### src/rtl/rxd_pkg.sv
package rxd_pkg;

    localparam int NIB_BITS = 4;

    typedef logic [NIB_BITS-1:0] nibble_t;

    // Classification of the bit presented in the current cycle
    typedef struct packed {
        logic       payload;   // bit belongs to the payload
        logic [1:0] phase;     // index of this payload bit within its nibble
        logic       last_nib;  // bit completes the final nibble of the frame
    } slot_t;

    // Fourth payload bit of a nibble: nibble is complete
    function automatic logic nibble_done(slot_t s);
        return s.payload && (s.phase == 2'd3);
    endfunction

    // Nibble clock is high after the second and third payload bits
    function automatic logic clk_high_next(slot_t s);
        return s.payload && ((s.phase == 2'd1) || (s.phase == 2'd2));
    endfunction

endpackage

### src/rtl/rxd_slot_locator.sv
module rxd_slot_locator
    import rxd_pkg::*;
#(
    parameter int FRAME_BITS = 1536,
    parameter int HEAD_BITS  = 12
) (
    input  logic  clk,
    input  logic  rst,
    input  logic  frame_start,
    input  logic  bip_en,
    output slot_t slot
);

    localparam int CW = $clog2(FRAME_BITS);
    localparam logic [CW-1:0] LAST_POS     = CW'(FRAME_BITS - 1);
    localparam logic [CW-1:0] HEAD_POS     = CW'(HEAD_BITS);
    localparam logic [CW-1:0] PARITY_POS   = CW'(FRAME_BITS - NIB_BITS);
    localparam logic [CW-1:0] LAST_PAY_PAR = CW'(FRAME_BITS - NIB_BITS - 1);

    logic [CW-1:0] pos_q;
    logic [CW-1:0] pos_cur;
    logic [CW-1:0] pos_nxt;
    logic [CW-1:0] rel;

    always_comb begin
        pos_cur      = frame_start ? '0 : pos_q;
        pos_nxt      = (pos_cur == LAST_POS) ? '0 : pos_cur + CW'(1);
        rel          = pos_cur - HEAD_POS;
        slot.payload = (pos_cur >= HEAD_POS) && !(bip_en && (pos_cur >= PARITY_POS));
        slot.phase   = rel[1:0];
        slot.last_nib = slot.payload &&
                        (pos_cur == (bip_en ? LAST_PAY_PAR : LAST_POS));
    end

    always_ff @(posedge clk) begin
        if (rst) pos_q <= '0;
        else     pos_q <= pos_nxt;
    end

    AST_POS_IN_RANGE: assert property (@(posedge clk) disable iff (rst)
        pos_q <= LAST_POS);
    AST_REALIGN: assert property (@(posedge clk) disable iff (rst)
        frame_start |=> (pos_q == CW'(1)));
    AST_WRAP: assert property (@(posedge clk) disable iff (rst)
        (pos_q == LAST_POS && !frame_start) |=> (pos_q == '0));

endmodule

### src/rtl/rxd_nibble_packer.sv
module rxd_nibble_packer
    import rxd_pkg::*;
(
    input  logic    clk,
    input  logic    rst,
    input  logic    bit_in,
    input  slot_t   slot,
    output nibble_t nib_data,
    output logic    nib_frame
);

    logic [NIB_BITS-2:0] sr;

    always_ff @(posedge clk) begin
        if (rst) begin
            sr        <= '0;
            nib_data  <= '0;
            nib_frame <= 1'b0;
        end else if (slot.payload) begin
            sr <= {sr[NIB_BITS-3:0], bit_in};
            if (nibble_done(slot)) begin
                nib_data  <= {sr, bit_in};
                nib_frame <= slot.last_nib;
            end
        end
    end

    AST_FRAME_FROM_PAYLOAD: assert property (@(posedge clk) disable iff (rst)
        $rose(nib_frame) |-> $past(slot.payload));

endmodule

### src/rtl/rxd_nibclk_gen.sv
module rxd_nibclk_gen
    import rxd_pkg::*;
(
    input  logic  clk,
    input  logic  rst,
    input  slot_t slot,
    output logic  nib_clk
);

    always_ff @(posedge clk) begin
        if (rst) nib_clk <= 1'b0;
        else     nib_clk <= clk_high_next(slot);
    end

endmodule

### src/rtl/rx_nibble_deframer.sv
module rx_nibble_deframer
    import rxd_pkg::*;
#(
    parameter int FRAME_BITS = 1536,
    parameter int HEAD_BITS  = 12
) (
    input  logic       clk,
    input  logic       rst,
    input  logic       bip_en,
    input  logic       frame_start,
    input  logic       bit_in,
    output logic [3:0] nib_data,
    output logic       nib_clk,
    output logic       nib_frame
);

    slot_t   slot;
    nibble_t data_w;

    rxd_slot_locator #(
        .FRAME_BITS (FRAME_BITS),
        .HEAD_BITS  (HEAD_BITS)
    ) u_locator (
        .clk         (clk),
        .rst         (rst),
        .frame_start (frame_start),
        .bip_en      (bip_en),
        .slot        (slot)
    );

    rxd_nibble_packer u_packer (
        .clk       (clk),
        .rst       (rst),
        .bit_in    (bit_in),
        .slot      (slot),
        .nib_data  (data_w),
        .nib_frame (nib_frame)
    );

    rxd_nibclk_gen u_clkgen (
        .clk     (clk),
        .rst     (rst),
        .slot    (slot),
        .nib_clk (nib_clk)
    );

    assign nib_data = data_w;

    AST_GAP_OVERHEAD: assert property (@(posedge clk) disable iff (rst)
        !slot.payload |=> !nib_clk);
    AST_PULSE_HIGH_TWO: assert property (@(posedge clk) disable iff (rst)
        ($rose(nib_clk) && !frame_start) |=> nib_clk);
    AST_PULSE_LOW_AFTER_FALL: assert property (@(posedge clk) disable iff (rst)
        $fell(nib_clk) |=> !nib_clk);
    AST_DATA_ON_FALL: assert property (@(posedge clk) disable iff (rst)
        (nib_data != $past(nib_data)) |-> $fell(nib_clk));
    AST_FRAME_ON_FALL: assert property (@(posedge clk) disable iff (rst)
        $rose(nib_frame) |-> $fell(nib_clk));
    AST_RESET_CLEAR: assert property (@(posedge clk)
        rst |=> (nib_data == 4'd0 && !nib_clk && !nib_frame));

endmodule

### config.mk
export PLATFORM = sky130hd
export DESIGN_NAME = rx_nibble_deframer
export DESIGN_NICKNAME = d
export VERILOG_FILES = /design/src/rtl/rxd_pkg.sv /design/src/rtl/rxd_slot_locator.sv /design/src/rtl/rxd_nibble_packer.sv /design/src/rtl/rxd_nibclk_gen.sv /design/src/rtl/rx_nibble_deframer.sv
export SDC_FILE = /design/constraint.sdc
export NUM_CORES = 1
export LEC_CHECK = 0
export BUFFER_PORTS_ARGS = -buffer_cell sky130_fd_sc_hd__buf_2
export CAP_MARGIN = 20
export CORE_AREA = 2 2 61 63
export CTS_CLUSTER_SIZE = 24
export DETAILED_ROUTE_END_ITERATION = 6
export DIE_AREA = 0 0 63 65
export PLACE_DENSITY_LB_ADDON = 0.05
export SYNTH_ARGS = -nofsm -noshare
export SYNTH_HDL_FRONTEND = slang
export SYNTH_SLANG_ARGS = --single-unit
### constraint.sdc
create_clock -name clk -period 2.25 [get_ports clk]
set_clock_uncertainty 0.1 [all_clocks]
set_input_delay 0.3375 -clock clk [delete_from_list [all_inputs] [get_ports clk]]
set_output_delay 0.3375 -clock clk [all_outputs]
set_load 0.05 [all_outputs]
==> impl_metrics.csv <==
group,metric,value,unit
clock_tree,cts_hold_buffers,0,
clock_tree,cts_setup_buffers,0,
global_route,tot_gr_track_use,0.1114,
setup_path,crit_end,"u_locator.pos_q[10]",
routing,wl,1940,µm
sta,finalHoldViolCount,0,
clock_tree,clkTransAtPathRegs,0.11,ns
final_layout,syn2layout_area_growth,12.44,%
global_route,grt_antenna_before_repair,0,
setup_path,start_of_the_worst_register_to_register_path,"u_locator.pos_q[0]",
final_layout,finish.utilization,0.3139,
final_layout,mostFrequentLayoutCell,"sky130_fd_sc_hd__dfxtp_1",
power_and_ir_drop,cellLeakagePower,0.0004587,µW
yosys,yosysUniqueCellTypes,30,
clock_tree,clock_insertion_delay_worst_skew,0.29,ns
floorplan,ios,11,
final_layout,post_route_cells_drive_above_1_share,0.1786,
routing,vias,724,
setup_path,endpoint_kind,"register",
yosys,post_synth_inst_count,101,
setup_path,worstPathArrival,1.81,ns
placed_design,port_buffers,10,
global_route,grt_use_met3,0.02083,
yosys,mappedNetlistNets,108,
yosys,synth.ff_latch_count,20,
sta,setup_violations_final,0,
sta,period_share,0.7659,
yosys,synth.yosys.seq_area_share,0.4103,
power_and_ir_drop,p_total,554.2,µW
setup_path,startpoint,"u_locator.pos_q[0]",
sta,rsz0062_at_grt,"no",
sta,achievable_frequency,580.3,MHz
final_layout,instances_no_fill,160,
routing,avg_vias_per_cell,4.525,
routing,drc,0,
routing,drtAntennaViolNets,0,
sta,worst_slew_pin_slew,0.2896,ns
yosys,avgSynthCellArea,9.663,µm²
min_path,hp-class,"input port to register",
floorplan,dieWidth,63,µm
global_route,gr-usage-met1,0.1357,
global_route,largest_net_degree_at_the_start_of_global_routing,16,
clock_tree,cts_sinks,20,
routing,wire_per_inst,12.13,µm
sta,totalNegativeSetupSlack,0,ns
setup_path,critical_path_peak_fanout,4,
final_layout,layout_common_cells,"20 x sky130_fd_sc_hd__dfxtp_1, 15 x sky130_fd_sc_hd__nand2b_1, 10 x sky130_fd_sc_hd__buf_2, 8 x sky130_fd_sc_hd__mux2i_1",
floorplan,rows,22,
placed_design,routabilityCongestion,0.7344,
sta,report.final.slew_viol_count,0,
global_route,busiest_layer,"met2",
routing,drt-pass1-iter-count,4,
clock_tree,cts-root-to-sink-buffers,2,
sta,minimum_clock_period_after_layout,1.723,ns
clock_tree,clock_tree.root_cell,"sky130_fd_sc_hd__clkbuf_4",
run,maxCapViolCount,0,
final_layout,num_antenna_cells,0,
status,run_status,"finished clean",
floorplan,chipHeight,65,µm
floorplan,floorplan.core_area,3496,µm²
yosys,synth_area,975.9,µm²
floorplan,die_area,4095,µm²
setup_path,timing.reg2reg.setup_slack,0.53,ns
clock_tree,ctsHtreeMaxLevel,1,
final_layout,number_of_nets_in_the_final_layout,121,
global_route,via_count_of_the_first_global_routing_pass,756,
routing,drt-initial-drc-count,23,
yosys,yosysWarnings,0,
global_route,overflow,0,
sta,max-slew-margin-rel,0.8070,
setup_path,worst-setup-path-type,"register to register",
power_and_ir_drop,ir_worst_vdd,152.6,µV
floorplan,initial_core_util,0.2792,
setup_path,timing.critical_path.required,2.34,ns
placed_design,place.detailed.instances,157,
setup_path,rr_worst_depth,7,
final_layout,filler_cell_count,387,
clock_tree,post_cts_resized,0,
placed_design,place_hpwl,1444,µm
global_route,grtUsageMet2,0.1902,
global_route,wire_length_of_the_first_global_routing_pass,3532,µm
setup_path,cp_startpoint_kind,"register",
power_and_ir_drop,pwr_density_cell,505.0,nW/µm²
clock_tree,cts_tree,"done",
clock_tree,tritoncts.num_buffers,3,
setup_path,rr_endpoint,"u_locator.pos_q[10]",
==> power by group <==
group          switching [µW]  leakage (µW)  total (µW)  internal (µW)
sequential               1.98      0.000162         358            356
combinational            15.8      0.000283        28.8           13.0
clock                     105     0.0000138         167           62.3
total                     123      0.000459         554            432
==> critical path: stages, from the launching register on <==
cell,delay (ns)
sky130_fd_sc_hd__dfxtp_1,0.37
sky130_fd_sc_hd__nand2b_1,0.08
sky130_fd_sc_hd__inv_1,0.07
sky130_fd_sc_hd__ha_1,0.24
sky130_fd_sc_hd__nand4b_2,0.22
sky130_fd_sc_hd__nor4_2,0.32
sky130_fd_sc_hd__xnor2_1,0.17
sky130_fd_sc_hd__nor3_2,0.05
==> through the flow <==
step                      setup slack (ns)  area [µm²]  hold slack [ns]
final                               0.5268        1097           0.2356
after global routing                0.3575        1097           0.2466
after CTS                           0.4953        1097           0.2342
after detailed placement            0.2933        1075           0.3647
after global placement              0.3105        1075           0.3584
after floorplan                     0.3972       975.9           0.3573
==> registers in the layout, summed over array words and instances, names as in the netlist <==
signal              count
u_packer.sr             3
u_locator.pos_q        11
u_packer.nib_data       4
u_packer.nib_frame      1
u_clkgen.nib_clk        1
==> layer usage <==
metal	part of all wire	routed length, µm	up-vias
met5	0	0	-
met4	0.0093	18	0
met3	0.028	55	2
met2	0.50	961	8
met1	0.47	904	344
li1	-	-	370
==> Yosys cell counts <==
| master | number | share of area |
|---|---|---|
| sky130_fd_sc_hd__nor3_1 | 5 | 0.026 |
| sky130_fd_sc_hd__ha_1 | 2 | 0.026 |
| sky130_fd_sc_hd__a21o_1 | 1 | 0.0077 |
| sky130_fd_sc_hd__nand2b_1 | 15 | 0.096 |
| sky130_fd_sc_hd__and2_2 | 1 | 0.0077 |
| sky130_fd_sc_hd__nand4b_1 | 1 | 0.0090 |
| sky130_fd_sc_hd__nand3_2 | 1 | 0.010 |
| sky130_fd_sc_hd__clkbuf_1 | 2 | 0.0077 |
| sky130_fd_sc_hd__nor2_1 | 7 | 0.027 |
| sky130_fd_sc_hd__nor2b_1 | 2 | 0.013 |
| sky130_fd_sc_hd__nor3b_1 | 1 | 0.0077 |
| sky130_fd_sc_hd__and4b_1 | 3 | 0.031 |
| sky130_fd_sc_hd__buf_6 | 1 | 0.012 |
| sky130_fd_sc_hd__nor3_2 | 1 | 0.010 |
| sky130_fd_sc_hd__a21oi_1 | 1 | 0.0051 |
| sky130_fd_sc_hd__nand4_1 | 3 | 0.019 |
| sky130_fd_sc_hd__dfxtp_1 | 20 | 0.41 |
| sky130_fd_sc_hd__a31o_2 | 1 | 0.0090 |
| sky130_fd_sc_hd__inv_1 | 2 | 0.0077 |
| sky130_fd_sc_hd__xor2_1 | 3 | 0.027 |
| sky130_fd_sc_hd__mux2i_1 | 8 | 0.082 |
| sky130_fd_sc_hd__nor4_2 | 1 | 0.013 |
| sky130_fd_sc_hd__a31oi_1 | 1 | 0.0064 |
| sky130_fd_sc_hd__nand3_1 | 1 | 0.0051 |
| sky130_fd_sc_hd__nand2_1 | 5 | 0.019 |
| sky130_fd_sc_hd__nor4_1 | 1 | 0.0064 |
| sky130_fd_sc_hd__nand4b_2 | 1 | 0.015 |
| sky130_fd_sc_hd__and3b_1 | 1 | 0.0090 |
| sky130_fd_sc_hd__xnor2_1 | 7 | 0.063 |
| sky130_fd_sc_hd__and2_1 | 2 | 0.013 |
==> logic make-up (layout without fill, tap and decap cells) <==
family	after synthesis	in the layout	share of synthesized area
flip-flops	20	20	0.4103
multiplexers	8	8	0.08205
XOR/XNOR	10	10	0.08975
buffers and inverters	5	16	0.02693
adder cells (fa/ha/maj)	2	2	0.02564
AND/OR/NAND/NOR	52	52	0.3372
AO/OA/AOI/OAI	4	4	0.02821
==> worst min path at each step <==
| stage | from | end | cells after the start |
|---|---|---|---|
| after floorplan | u_packer.sr[2] | u_packer.sr[2] | 2 |
| after global placement | u_packer.nib_data[2] | u_packer.nib_data[2] | 2 |
| after detailed placement | u_packer.nib_data[2] | u_packer.nib_data[2] | 2 |
| after CTS | bit_in | u_packer.nib_data[0] | 3 |
| after global routing | bit_in | u_packer.nib_data[0] | 3 |
| final | bit_in | u_packer.nib_data[0] | 3 |
==> layout make-up <==
class	instances	area, µm²	share of cell area
multi-input cells	76	549.3	0.5006
well taps	48	60.06	0.05473
repair buffers	11	57.56	0.05245
inverters	2	7.507	0.006842
clock buffers	3	22.52	0.02052
flip-flops and latches	20	400.4	0.3649
Note: power is estimated with default switching activity, not from simulation.
